## config.mk

```make
export PLATFORM = sky130hd
export DESIGN_NAME = rx_desc_poll_ctrl
export DESIGN_NICKNAME = d
export VERILOG_FILES = /design/src/rtl/rdp_pkg.sv /design/src/rtl/rdp_host_regs.sv /design/src/rtl/rdp_poll_timer.sv /design/src/rtl/rdp_fetch_arb.sv /design/src/rtl/rx_desc_poll_ctrl.sv
export SDC_FILE = /design/constraint.sdc
export NUM_CORES = 1
export LEC_CHECK = 0
export ABC_AREA = 1
export BUFFER_PORTS_ARGS = -buffer_cell sky130_fd_sc_hd__clkbuf_2
export CORE_UTILIZATION = 53
export DETAILED_ROUTE_END_ITERATION = 10
export GPL_TIMING_DRIVEN = 0
export PLACE_DENSITY = 0.79
export SYNTH_ARGS = -nofsm -noshare
export SYNTH_HDL_FRONTEND = slang
export SYNTH_SLANG_ARGS = --single-unit
```

## constraint.sdc

```tcl
create_clock -name clk -period 1.5 [get_ports clk]
set_input_delay 0.15 -clock clk [delete_from_list [all_inputs] [get_ports clk]]
set_output_delay 0.15 -clock clk [all_outputs]
set_load 0.03 [all_outputs]
```

## src/rtl/rdp_pkg.sv

```systemverilog
package rdp_pkg;
  typedef enum logic [0:0] {
    FS_IDLE = 1'b0,
    FS_BUSY = 1'b1
  } fetch_state_t;
endpackage

```

## src/rtl/rdp_host_regs.sv

```systemverilog
module rdp_host_regs (
  input  logic clk,
  input  logic hard_rst,
  input  logic host_wr,
  input  logic host_demand,
  input  logic host_poll_off,
  input  logic fetch_clr,
  output logic demand_q,
  output logic poll_off_q
);

  // Demand: write-one-to-set; completion of a fetch wins over a same-cycle set
  always_ff @(posedge clk) begin
    if (hard_rst) begin
      demand_q <= 1'b0;
    end else if (fetch_clr) begin
      demand_q <= 1'b0;
    end else if (host_wr && host_demand) begin
      demand_q <= 1'b1;
    end
  end

  // Poll-disable: plain read/write flag, cleared only by hard reset
  always_ff @(posedge clk) begin
    if (hard_rst) begin
      poll_off_q <= 1'b0;
    end else if (host_wr) begin
      poll_off_q <= host_poll_off;
    end
  end


  dem_set_chk: assert property (@(posedge clk) disable iff (hard_rst)
    (host_wr && host_demand && !fetch_clr) |=> demand_q);


  dem_zero_chk: assert property (@(posedge clk) disable iff (hard_rst)
    (host_wr && !host_demand && !fetch_clr) |=> (demand_q == $past(demand_q)));


  dem_clr_chk: assert property (@(posedge clk) disable iff (hard_rst)
    fetch_clr |=> !demand_q);

endmodule

```

## src/rtl/rdp_poll_timer.sv

```systemverilog
module rdp_poll_timer #(
  parameter int PERIOD = 1024
) (
  input  logic clk,
  input  logic restart,
  input  logic run,
  output logic expired
);

  localparam int CW = (PERIOD > 1) ? $clog2(PERIOD) : 1;
  localparam logic [CW-1:0] RELOAD = CW'(PERIOD - 1);

  logic [CW-1:0] cnt_q;

  always_ff @(posedge clk) begin
    if (restart) begin
      cnt_q <= RELOAD;
    end else if (run && (cnt_q != '0)) begin
      cnt_q <= cnt_q - 1'b1;
    end
  end

  assign expired = (cnt_q == '0);


  generate
    if (PERIOD > 1) begin : g_restart_chk
      restart_clears_chk: assert property (@(posedge clk)
        restart |=> !expired);
    end
  endgenerate

endmodule

```

## src/rtl/rdp_fetch_arb.sv

```systemverilog
module rdp_fetch_arb
  import rdp_pkg::*;
(
  input  logic clk,
  input  logic hard_rst,
  input  logic abort,
  input  logic rx_en,
  input  logic demand,
  input  logic poll_off,
  input  logic expired,
  input  logic fetch_done,
  output logic issue,
  output logic fetch_clr,
  output logic fetch_req
);

  fetch_state_t state_q;

  logic want;
  assign want  = demand || (!poll_off && expired);
  assign issue = (state_q == FS_IDLE) && rx_en && want && !abort && !hard_rst;
  assign fetch_clr = (state_q == FS_BUSY) && fetch_done;

  always_ff @(posedge clk) begin
    if (hard_rst || abort) begin
      state_q <= FS_IDLE;
    end else begin
      case (state_q)
        FS_IDLE: if (issue)      state_q <= FS_BUSY;
        FS_BUSY: if (fetch_done) state_q <= FS_IDLE;
        default:                 state_q <= FS_IDLE;
      endcase
    end
  end

  assign fetch_req = (state_q == FS_BUSY);


  req_hold_chk: assert property (@(posedge clk) disable iff (hard_rst)
    (fetch_req && !fetch_done && !abort) |=> fetch_req);


  rx_gate_chk: assert property (@(posedge clk) disable iff (hard_rst)
    $rose(fetch_req) |-> $past(rx_en));


  poll_off_chk: assert property (@(posedge clk) disable iff (hard_rst)
    $rose(fetch_req) |-> $past(demand || !poll_off));

endmodule

```

## src/rtl/rx_desc_poll_ctrl.sv

```systemverilog
module rx_desc_poll_ctrl #(
  parameter int PERIOD = 1024
) (
  input  logic clk,
  input  logic hard_rst,
  input  logic soft_rst,
  input  logic stop_req,
  input  logic rx_en,
  input  logic host_wr,
  input  logic host_demand,
  input  logic host_poll_off,
  input  logic fetch_done,
  output logic fetch_req,
  output logic demand_flag,
  output logic poll_off_flag
);

  logic abort;
  logic issue;
  logic fetch_clr;
  logic expired;
  logic timer_restart;
  logic timer_run;

  assign abort = soft_rst || stop_req;

  rdp_host_regs u_regs (
    .clk          (clk),
    .hard_rst     (hard_rst),
    .host_wr      (host_wr),
    .host_demand  (host_demand),
    .host_poll_off(host_poll_off),
    .fetch_clr    (fetch_clr),
    .demand_q     (demand_flag),
    .poll_off_q   (poll_off_flag)
  );

  assign timer_restart = hard_rst || abort || issue || !rx_en || poll_off_flag;
  assign timer_run     = !fetch_req;

  rdp_poll_timer #(.PERIOD(PERIOD)) u_timer (
    .clk    (clk),
    .restart(timer_restart),
    .run    (timer_run),
    .expired(expired)
  );

  rdp_fetch_arb u_arb (
    .clk       (clk),
    .hard_rst  (hard_rst),
    .abort     (abort),
    .rx_en     (rx_en),
    .demand    (demand_flag),
    .poll_off  (poll_off_flag),
    .expired   (expired),
    .fetch_done(fetch_done),
    .issue     (issue),
    .fetch_clr (fetch_clr),
    .fetch_req (fetch_req)
  );


  abort_drop_chk: assert property (@(posedge clk) disable iff (hard_rst)
    abort |=> !fetch_req);

endmodule

```

* Word-level counts from Yosys, hierarchy flattened *
Index checks and enable logic that the tools add are counted.

operators by class
  $add $sub $neg = 1
  multiplexer cells = 3
  bitwise gates (word level) = 1
  reduce and logical (&&, ||, !) cells = 22

operators with widths
  cell                     count
  $logic_not A10 Y1        1
  $reduce_bool A10 Y1      1
  $sub A10 B1 Y10 const B  1
  $logic_and A1 B1 Y1      8
  $logic_or A1 B1 Y1       6
  $logic_not A1 Y1         5
  $mux W1                  2
  $pmux W1 S2              1
  $reduce_or A2 Y1         1
  $not A1 Y1               1

word-level totals
  bits in registers = 13
  input port bits = 9
  output and inout port bits = 3
  logic and storage cells = 31

* Depth between registers and ports, before layout *
Gate-level depths: netlist of run 1.

  word-level depth = 9
  gate-level depth with buffers = 9
  mapped depth without buffers = 8

* Hierarchy *
From an unflattened synthesis of run 1, not the netlist that was laid out.

unflattened totals
  cells, all modules = 127
  area, all modules = 778.2 um^2

modules (own cells, without submodules)
  module             instances  cells an instance  area each (um^2)  seq. area each (um^2)
  rdp_poll_timer     1          88                 575.6             200.2
  rdp_host_regs      1          14                 87.6              40.0
  rdp_fetch_arb      1          18                 85.1              20.0
  rx_desc_poll_ctrl  1          7                  30.0              0.0

* Worst setup path after synthesis of run 1 *
OpenSTA, ideal clock, no wires.

  path kind = register -> register
  start = reg u_timer.cnt_q[0]
  end = reg u_timer.cnt_q[2]
  setup time = 0.132 ns
  data arrival time = 1.220 ns
  data required time = 1.368 ns
  path slack = 0.148 ns
  stages on the path, launching flop included = 10
  buffers on the path = 1
  period minus slack after synthesis = 1.352 ns
  path through = dfxtp_1 -> inv_1 -> ha_1 -> nand3_2 -> nor2_2 -> nor2_2 -> buf_6 -> nand2_1 -> nand2_1 -> nand3_1

on the way
  word-level cells in the longest chain between the ends = 9
  elaborated cells between the ends (all ways) = 12
  classes of those cells = 1 x add/sub; 11 x reduce/logical

ends and longest elaborated chain
  item                               RTL line                 source
  start: declaration                 rdp_poll_timer.sv:13     logic [CW-1:0] cnt_q;
  start signal: assignment           rdp_poll_timer.sv:19     cnt_q <= cnt_q - 1'b1;
  $logic_not A10 Y1                  rdp_poll_timer.sv:23     assign expired = (cnt_q == '0);
  $logic_and A1 B1 Y1                rdp_fetch_arb.sv:20      assign want = demand || (!poll_off && expired);
  $logic_or A1 B1 Y1                 rdp_fetch_arb.sv:20
  $logic_and A1 B1 Y1 (3 in series)  rdp_fetch_arb.sv:21      assign issue = (state_q == FS_IDLE) && rx_en && want && !abort && !hard_rst;
  $logic_or A1 B1 Y1 (3 in series)   rx_desc_poll_ctrl.sv:38  assign timer_restart = hard_rst || abort || issue || !rx_en || poll_off_flag;

Several ways; a longest one is shown, not always the timed one.
A chain may end at the register's enable or synchronous reset.

* Worst setup path in the final report of run 1 *
  start = reg u_timer.cnt_q[0]
  end = reg u_timer.cnt_q[9]

The elaborated chain is that of the path after synthesis.

==> results of run 1 <==
## per-stage QoR
| step | instance area, sq um | hold slack [ns] |
|---|---|---|
| global placement | 833 | 0.355 |
| detailed placement | 833 | 0.355 |
| floorplan | 759 | 0.222 |
| CTS | 885 | 0.0528 |
| global route | 917 | 0.0718 |
| finish | 917 | 0.0534 |
## state kept, by name, indices dropped and copies added (netlist names)
register / cells
u_regs.poll_off_q: 1
u_regs.demand_q: 1
u_timer.cnt_q: 10
u_arb.fetch_req: 1
## cells by family (layout without fill, tap and decap cells)
| kind of cell | count (synthesis) | count (layout) | synth area share |
|---|---|---|---|
| buffers and inverters | 13 | 33 | 0.0791 |
| AOI/OAI and AO/OA | 7 | 7 | 0.0774 |
| DFF | 13 | 13 | 0.343 |
| adders and majority gates | 2 | 2 | 0.0329 |
| and+or+nand+nor | 70 | 70 | 0.433 |
| xor gates and xnor gates | 3 | 3 | 0.0346 |
## critical path, stage by stage (launching register included)
cell and delay, ns:
dfxtp_1 0.32, inv_2 0.10, ha_2 0.20, nand3_2 0.10, nor2_2 0.17, nor2_4 0.07
buf_6 0.15, a21oi_2 0.13, nand2_1 0.05
## final timing paths
path,to,slack [ns],cells past startpoint
min,u_regs.poll_off_q,0.05,2
max reg2reg,u_timer.cnt_q[9],0.12,8
min reg2reg,u_timer.cnt_q[0],0.50,2
max,u_timer.cnt_q[9],0.12,8
## final cells by class
type	instances	share of cell area
Buffer	2	0.0205
Tap cell	15	0.0205
Sequential cell	13	0.284
Inverter	11	0.0450
Multi-Input combinational cell	82	0.487
Timing Repair Buffer	16	0.115
Clock buffer	4	0.0286
## power by group
part | switching, mW | internal [mW] | total, mW
logic | 0.0309 | 0.0244 | 0.0553
registers | 0.00312 | 0.349 | 0.352
clock network | 0.120 | 0.103 | 0.224
## placed cells by master, fill, tap and decap left out
cell type  count
a21oi_1        2
a21oi_2        1
a21oi_4        1
nand3_1       15
buf_6          1
ha_1           1
inv_2          1
nand4_1        5
a211oi_1       1
xnor2_1        3
clkbuf_2      11
nor2_2         1
nand3_2        2
or2_2          1
buf_4          4
clkbuf_1       1
nor2_1        15
dfxtp_1       13
nand3b_1       1
nor2_4         2
buf_12         1
o21ai_2        1
o31ai_1        1
inv_1         10
nor3_1         1
nand2_1       26
clkbuf_4       4
ha_2           1
nand2_2        1
## routing by layer
metal	GRT usage	up-vias	share of wire	routed length (microns)
met5	0	-	0	0
met4	0.155	0	0.026	40
met3	0.0511	5	0.024	38
met2	0.303	11	0.45	702
met1	0.315	320	0.50	779
li1	-	400	-	-
## timing repair
| action | in CTS | in global routing |
|---|---|---|
| endpoints found under the setup margin | 3 | 10 |
| resized for setup | 1 | 2 |
| buffers inserted | 1 | 4 |
==> summary.md, run 1 <==
| Metric | Value |
|---|---|
| Status | finished, final reports clean |
| Place WS | -0.0523 ns |
| Crit Path Max Fanout | 10 |
| WP data arrival | 1.56 ns |
| Clock Tree Buf Depth | 2 |
| Tot GR Track Use | 0.228 |
| Ant diodes | 0 |
| Io pins | 12 |
| Post-route core utilization | 0.696 |
| Final setup skew | 0.00380 ns |
| Fmax | 0.724 GHz |
| Async SR Flop Fraction | 0 |
| Die height | 39.9 microns |
| Clock Sinks | 13 |
| Worst setup margin | 0.118 ns |
| Clk slew on worst S/H paths | 0.08 ns |
| Leak | 0.428 nW |
| Hold Path Class | in2reg |
| Layout cell share with drive strength beyond 1 | 0.258 |
| Setup TNS Final | 0 ns |
| First-pass GRT wire length | 2300 microns |
| GP Congestion | 0.778 |
| Initial antenna violation count | 0 |
| Worst-margin pin slew | 0.262 ns |
| Setup Viol. Count Final | 0 |
| Starting DRT DRC Count | 11 |
| Mapped Area | 759 sq um |
| Layout fillers | 114 |
| Worst Setup End Kind | flip-flop |
| Post-layout minimum cycle time | 1.38 ns |
| Hold path startpoint | hard_rst |
| RSZ-0062 raised after global routing | false |
| Post-synth top cells | nand2_1 (26), nand3_1 (15), nor2_1 (15), dfxtp_1 (13), inv_1 (11) |
| Total power | 631 uW |
| Peak supply drop | 0.523 mV |
| Via count of the routed design | 736 |
| PwrDens | 689 nW/um^2 |
| Synth Warn # | 0 |
| Number of buffers created by CTS | 3 |
| Ys flop type | dfxtp_1 |
| Clk root buf | clkbuf_4 |
| FP Rows | 13 |
| Final Max Tran Viols | 0 |
| Synth area leaders | dfxtp_1 (34%), nand2_1 (13%), nand3_1 (9.9%) |
| Crit path kind | reg2reg |
| Worst setup SP type | flip-flop |
| Layout area overhead | 20.8% |
| Final period util | 0.921 |
| Gr ovfl total | 0 |
| Synth unique cells | 23 |
| DP Wirelength | 1150 microns |
| Largest net degree at the start of global routing | 11 |
| Hold buffers post-CTS | 0 |
| Post-synthesis cell count | 108 |
| Routed Antenna Nets | 0 |
| Vias in the first global route | 549 |
| Total of max-cap violations | 0 |
| Max_slew headroom | 0.825 |
| Drt drc | 0 |
| FF+latch count, synth | 13 |
| Core area | 1320 sq um |
| Nets | 140 |
| Post-synthesis sequential area ratio | 0.343 |
| Drt via density | 5.15 |
| Synth Area per Inst | 7.03 sq um |
| Critical path startpoint | u_timer.cnt_q[0] |
| EDFF count, synth | 0 |
| Largest area contributor in the netlist | dfxtp_1 |
| DRT Pass-1 Iters | 4 |
| Clock Latency Late Sink | 0.28 ns |
| CTS H-tree depth | 1 |
| Routed len/inst | 10.9 microns |
| Starting Density | 0.576 |
| Fin cells | 143 |
| RR Startpoint | u_timer.cnt_q[0] |
| Drt total wl | 1560 microns |
| Area share of the largest cell type after synthesis | 0.343 |
| CP required | 1.68 ns |
| Sequential cell area | 260 sq um |
| CTS tree | yes |
| Placed cells | 134 |
| Die area | 1590 sq um |
| Die X | 39.9 microns |
| Multi-input logic area | 447 sq um |
| Number of port buffers | 11 |
| Syn nets | 119 |
| Final Hold Viols | 0 |
| Count leader, synth | nand2_1 |
Note: power is estimated with default switching activity, not from simulation.
==> run 2, diff against run 1 <==
--- a/config.mk
+++ b/config.mk
@@ -5,12 +5,12 @@
 export SDC_FILE = /design/constraint.sdc
 export NUM_CORES = 1
 export LEC_CHECK = 0
-export ABC_AREA = 1
 export BUFFER_PORTS_ARGS = -buffer_cell sky130_fd_sc_hd__clkbuf_2
-export CORE_UTILIZATION = 53
+export CORE_AREA = 2 2 39 41
 export DETAILED_ROUTE_END_ITERATION = 10
+export DIE_AREA = 0 0 41 43
 export GPL_TIMING_DRIVEN = 0
-export PLACE_DENSITY = 0.79
+export PLACE_DENSITY = 0.74
 export SYNTH_ARGS = -nofsm -noshare
 export SYNTH_HDL_FRONTEND = slang
 export SYNTH_SLANG_ARGS = --single-unit
==> summary.md, run 2 <==
| Metric | Value |
|---|---|
| Worst path slowest cell | or4b_1 |
| Status | complete, but fails checks |
| PwrDens | 647 nW/um^2 |
| Most Crowded Layer GR | met2 |
| Routed len/inst | 14.0 microns |
| Die height | 43 microns |
| Max_slew headroom | 0.688 |
| Crit Path Max Fanout | 3 |
| Fmax | 0.605 GHz |
| DRT Pass-1 Iters | 4 |
| Worst-margin pin slew | 0.464 ns |
| Largest net degree at the start of global routing | 11 |
| Max reg flops | 10 |
| Syn nets | 83 |
| Hold worst-path end | u_regs.demand_q |
| Clk root buf | clkbuf_4 |
| Post-synth top cells | dfxtp_1 (13), nor2_1 (7), nand2_1 (5) |
| Post-synthesis sequential area ratio | 0.409 |
| Final period util | 1.10 |
| Ys flop type | dfxtp_1 |
| Gr ovfl total | 0 |
| Starting DRT DRC Count | 8 |
| Ant diodes | 0 |
| Hold Path Cell Cnt | 2 |
| Peak supply drop | 0.385 mV |
| Post-layout minimum cycle time | 1.65 ns |
| Clock Tree Buf Depth | 2 |
| M2 GR Usage | 0.344 |
| Clock Latency Late Sink | 0.28 ns |
| R2R cell count | 4 |
| Hold Path Class | in2reg |
| DP Wirelength | 917 microns |
| Drt drc | 0 |
| FP Rows | 14 |
| Number of buffers created by CTS | 3 |
| FF+latch count, synth | 13 |
| Drt total wl | 1630 microns |
| Register with the most flip-flops | u_timer.cnt_q |
| Die area | 1760 sq um |
| Failing checks | negative setup slack |
| Core area | 1380 sq um |
| Synth area leaders | dfxtp_1 (41%), mux2i_1 (4.7%), nor2_1 (4.1%) |
| First-pass GRT wire length | 2390 microns |
| Synth Warn # | 0 |
| Layout area overhead | 49.9% |
| Post-synthesis cell count | 72 |
| Die X | 41 microns |
| Clock Sinks | 13 |
| Number of port buffers | 11 |
| Final setup skew | 0.00111 ns |
| Synth unique cells | 31 |
| RSZ-0062 raised after global routing | true |
| Worst setup SP type | flip-flop |
| Layout cell share with drive strength beyond 1 | 0.530 |
| Largest area contributor in the netlist | dfxtp_1 |
| Hold slack | 0.0575 ns |
| CP required | 1.73 ns |
| Setup TNS Final | -0.264 ns |
| Tot GR Track Use | 0.210 |
| EDFF count, synth | 0 |
| Count leader, synth | dfxtp_1 |
| Area share of the largest cell type after synthesis | 0.409 |
| RR Endpoint | u_timer.cnt_q[8] |
| Starting Density | 0.460 |
| R2R setup slack | -0.15 ns |
| Drt via density | 5.66 |
| Io pins | 12 |
| Async SR Flop Fraction | 0 |
| Nets | 112 |
| Final Max Tran Viols | 0 |
| Clk slew on worst S/H paths | 0.08 ns |
| Synth Area per Inst | 8.85 sq um |
| Met3 usage | 0.0681 |
| Most frequent cells in the layout | clkbuf_2 (11), buf_4 (11), nor2_1 (7), dfxtp_1 (7), dfxtp_2 (5) |
| Routed Antenna Nets | 0 |
| Crit path kind | reg2reg |
| Total power | 618 uW |
| Setup Viol. Count Final | 3 |
| Hold path startpoint | fetch_done |
| Post-DP Area | 724 sq um |
| Initial antenna violation count | 0 |
| GP Congestion | 0.708 |
| M1 GR Usage | 0.204 |
| Total of max-cap violations | 0 |
| WP data arrival | 1.88 ns |
| CP max stage delay | 0.50 ns |
| Via count of the routed design | 657 |
| Worst setup margin | -0.153 ns |
| Worst Setup End Kind | flip-flop |
| Crit path cell chain | or3_4, a211o_1, or4b_1, nand3_1 |
| Mapped Area | 637 sq um |
| Leak | 0.361 nW |
| Final Hold Viols | 0 |
| Vias in the first global route | 590 |
| CTS tree | yes |
| Post-route cell area | 955 sq um |
| RR Startpoint | u_timer.cnt_q[4] |
| CTS H-tree depth | 1 |
| Post-route core utilization | 0.690 |
-- run 2: power breakdown --
group | internal (mW) | switching, mW | total [mW]
combinational | 0.0210 | 0.0235 | 0.0445
sequential | 0.347 | 0.00454 | 0.352
clock | 0.104 | 0.118 | 0.222
total | 0.472 | 0.146 | 0.618
-- run 2: how the worst max path moves through the flow --
| stage | to | cells past startpoint | from | slack [ns] |
|---|---|---|---|---|
| after floorplan | u_timer.cnt_q[8] | 4 | u_timer.cnt_q[4] | -0.13 |
| after global placement | u_timer.cnt_q[1] | 4 | u_timer.cnt_q[5] | -0.29 |
| after detailed placement | u_timer.cnt_q[1] | 4 | u_timer.cnt_q[5] | -0.34 |
| after CTS | u_timer.cnt_q[8] | 4 | u_timer.cnt_q[3] | -0.15 |
| after global routing | u_timer.cnt_q[8] | 5 | u_timer.cnt_q[4] | -0.22 |
| final | u_timer.cnt_q[8] | 4 | u_timer.cnt_q[4] | -0.15 |
-- run 2: critical path: cells and delay by family, from the launching register on --
kind,cells,cell delay (ns)
simple gates,3,0.96
flops,1,0.33
compound gates,1,0.31
-- run 2: timing repair --
item	4_1_cts	5_1_grt
setup buffers	9	3
hold buffers	0	0
pin swaps	7	5
setup endpoints to repair	11	11
resized for setup	13	18
gates cloned	0	1
-- run 2: layer usage --
| layer | vias to the layer above | share of wire | wire length [microns] |
|---|---|---|---|
| li1 | 326 | - | - |
| met3 | 5 | 0.046 | 75 |
| met5 | - | 0 | 0 |
| met2 | 21 | 0.54 | 874 |
| met1 | 305 | 0.39 | 631 |
| met4 | 0 | 0.026 | 43 |
-- run 2: cell families (layout without fill, tap and decap cells) --
kind of cell,after synthesis,in the layout,share of synthesized area
xor+xnor,2,2,0.0275
simple gates,32,32,0.281
compound gates,17,17,0.177
buf+inv,3,31,0.0196
flops,13,13,0.409
mux,3,3,0.0472
fa+ha+maj,2,2,0.0393
-- run 2: stage by stage --
stage,setup slack (ns),instances
2_1_floorplan,-0.133,72
5_1_grt,-0.221,116
4_1_cts,-0.155,112
3_5_place_dp,-0.337,99
3_3_place_gp,-0.295,99
6_report,-0.153,116
-- run 2: area by class of cell --
cell class / count / area, sq um
Inverter: 2 / 7.51
Sequential cell: 13 / 270
Fill cell: 116 / 429
Timing Repair Buffer: 24 / 160
Buffer: 1 / 11.3
Tap cell: 16 / 20.0
Clock buffer: 4 / 26.3
Multi-Input combinational cell: 56 / 459
==> run 3, diff against run 2 <==
--- a/config.mk
+++ b/config.mk
@@ -6,11 +6,11 @@
 export NUM_CORES = 1
 export LEC_CHECK = 0
 export BUFFER_PORTS_ARGS = -buffer_cell sky130_fd_sc_hd__clkbuf_2
-export CORE_AREA = 2 2 39 41
+export CORE_UTILIZATION = 52
 export DETAILED_ROUTE_END_ITERATION = 10
-export DIE_AREA = 0 0 41 43
 export GPL_TIMING_DRIVEN = 0
-export PLACE_DENSITY = 0.74
+export PLACE_DENSITY = 0.79
 export SYNTH_ARGS = -nofsm -noshare
 export SYNTH_HDL_FRONTEND = slang
+export SYNTH_HIERARCHICAL = 1
 export SYNTH_SLANG_ARGS = --single-unit
==> summary.md, run 3 <==
| Metric | Value |
|---|---|
| Layout fillers | 81 |
| Failing checks | negative setup slack |
| Area share of the largest cell type after synthesis | 0.374 |
| Simple-Gate Fraction of Synth Area | 0.335 |
| Final Max Tran Viols | 0 |
| Fin cells | 114 |
| Clk root buf | clkbuf_4 |
| Max_slew headroom | 0.762 |
| Post-synth top cells | dfxtp_1 (13), nor2_1 (7), nor3_1 (5) |
| Via count of the routed design | 677 |
| Die height | 38.6 microns |
| Max reg flops | 10 |
| Net Switching | 142 uW |
| RSZ-0062 raised after global routing | true |
| Initial antenna violation count | 0 |
| Crit path kind | reg2reg |
| Starting DRT DRC Count | 9 |
| Peak supply drop | 0.502 mV |
| Largest net degree at the start of global routing | 9 |
| Most common library cell in the layout ignoring fill and taps | clkbuf_2 |
| Die area | 1490 sq um |
| Clk slew on worst S/H paths | 0.07 ns |
| Async SR Flop Fraction | 0 |
| Clock power share | 0.347 |
| Clock Tree Buf Depth | 2 |
| Placed cells | 101 |
| Vias in the first global route | 570 |
| Layout cell share with drive strength beyond 1 | 0.400 |
| Status | complete, but fails checks |
| Gr ovfl total | 0 |
| Post-synthesis sequential area ratio | 0.374 |
| Routed Antenna Nets | 0 |
| DRT Pass-1 Iters | 4 |
| Worst setup margin | -0.484 ns |
| Number of buffers created by CTS | 3 |
| Worst-margin pin slew | 0.356 ns |
| WP data arrival | 2.17 ns |
| Ys flop type | dfxtp_1 |
| Post-layout minimum cycle time | 1.98 ns |
| Pint | 475 uW |
| Post-synthesis cell count | 76 |
| Syn nets | 86 |
| Layout area overhead | 30.2% |
| Total power | 616 uW |
| Total of max-cap violations | 0 |
| CP required | 1.69 ns |
| CTS tree | yes |
| Starting Density | 0.594 |
| PwrDens | 680 nW/um^2 |
| Fmax | 0.504 GHz |
| Drt total wl | 1700 microns |
| Mapped Area | 696 sq um |
| Switching fraction of total power | 0.230 |
| FF+latch count, synth | 13 |
| Synth Area per Inst | 9.15 sq um |
| Synth unique cells | 34 |
| Setup Viol. Count Final | 11 |
| Post-synthesis mux area share | 0.0288 |
| Count leader, synth | dfxtp_1 |
| Synth Area in XOR/XNOR | 0.0252 |
| Routed len/inst | 14.9 microns |
| Most frequent cells in the layout | clkbuf_2 (11), buf_4 (10), dfxtp_1 (10) |
| Hold Path Class | in2reg |
| First-pass GRT wire length | 2340 microns |
| DP Wirelength | 1000 microns |
| GP Congestion | 0.698 |
| R2R cell count | 11 |
| Final setup skew | 0.00581 ns |
| Nets | 111 |
| Crit Path Max Fanout | 5 |
| EDFF count, synth | 0 |
| Number of port buffers | 11 |
| Largest family of logic cells by synthesized area | simple AND/OR/NAND/NOR gates |
| Post-Synth Adder-Cell Area | 0.0180 |
| CTS H-tree depth | 1 |
| Synth Warn # | 6 |
| Hold Path Cell Cnt | 2 |
| Worst Setup End Kind | flip-flop |
| Largest area contributor in the netlist | dfxtp_1 |
| Comb pwr share | 0.080 |
| Flop pwr share | 0.572 |
| Tot GR Track Use | 0.242 |
| Worst setup SP type | flip-flop |
| Clock Sinks | 13 |
| Drt via density | 5.94 |
| Die X | 38.6 microns |
| Clock Latency Late Sink | 0.28 ns |
| Final Hold Viols | 0 |
| Place WS | -0.549 ns |
| Register with the most flip-flops | u_timer/cnt_q |
| Synth area leaders | dfxtp_1 (37%), nor2_1 (3.8%), nor3_1 (3.6%) |
| Post-synthesis compound-gate area fraction | 0.182 |
| Io pins | 12 |
| Final period util | 1.32 |
| Drt drc | 0 |
| FP Rows | 12 |
| Leak | 0.337 nW |
| Ant diodes | 0 |
| Core area | 1170 sq um |
[run 3: layout make-up]
| class | instances | area (sq um) | share of cell area |
|---|---|---|---|
| Multi-Input combinational cell | 58 | 443 | 0.489 |
| Clock buffer | 4 | 26.3 | 0.0290 |
| Inverter | 3 | 11.3 | 0.0124 |
| Sequential cell | 13 | 267 | 0.294 |
| Timing Repair Buffer | 21 | 130 | 0.144 |
| Tap cell | 14 | 17.5 | 0.0193 |
| Buffer | 1 | 11.3 | 0.0124 |
[run 3: worst max-delay path: stages (launching register included)]
cell,delay [ns]
dfxtp_2,0.32
inv_2,0.07
ha_4,0.13
or4b_4,0.48
nor3_4,0.14
nor2b_4,0.17
o21ai_2,0.06
nor2_1,0.10
nand3b_1,0.17
buf_6,0.14
a21oi_1,0.05
o31ai_1,0.07
[run 3: what timing repair did]
action / in CTS / in global routing
pin swaps: 3 / 2
cloned: 1 / 0
hold buffers: 0 / 0
endpoints found under the setup margin: 11 / 11
buffers inserted: 6 / 3
resized for setup: 2 / 5
[run 3: kinds of logic after synthesis]
logic type | count (synthesis)
DFF | 13
muxes | 2
AOI/OAI and AO/OA | 16
adders and majority gates | 1
buffers and inverters | 5
and+or+nand+nor | 37
xor gates and xnor gates | 2
[run 3: through the flow]
stage	TNS [ns]	util	cell area, sq um	hold WS [ns]
detailed placement	-5.26	0.684	801	0.383
finish	-4.82	0.774	906	0.0998
global placement	-5.18	0.684	801	0.381
floorplan	-3.79	-	728	0.222
CTS	-4.83	0.752	881	0.0844
global route	-6.05	0.774	906	0.0828
[run 3: worst paths after layout]
check / start / to / slack (ns)
worst max-delay path: u_timer/cnt_q[0] / u_timer/cnt_q[2] / -0.48
worst min-delay path: hard_rst / u_regs/poll_off_q / 0.1
worst max register to register: u_timer/cnt_q[0] / u_timer/cnt_q[2] / -0.48
worst min register to register: u_timer/cnt_q[8] / u_timer/cnt_q[8] / 0.50
[run 3: power groups by stage]
stage               Combinational (mW)  Clock [mW]  Sequential, mW
CTS                             0.0458       0.223           0.353
finish                          0.0496       0.214           0.353
global route                    0.0541       0.245           0.353
floorplan                       0.0153           0           0.368
global placement                0.0406           0           0.361
detailed placement              0.0414           0           0.361
[run 3: metal layers]
metal | part of all wire | vias to the layer above | track usage
met5 | 0 | - | 0
met4 | 0.014 | 0 | 0.103
met3 | 0.042 | 5 | 0.104
met2 | 0.52 | 14 | 0.371
met1 | 0.43 | 328 | 0.290
li1 | - | 330 | -
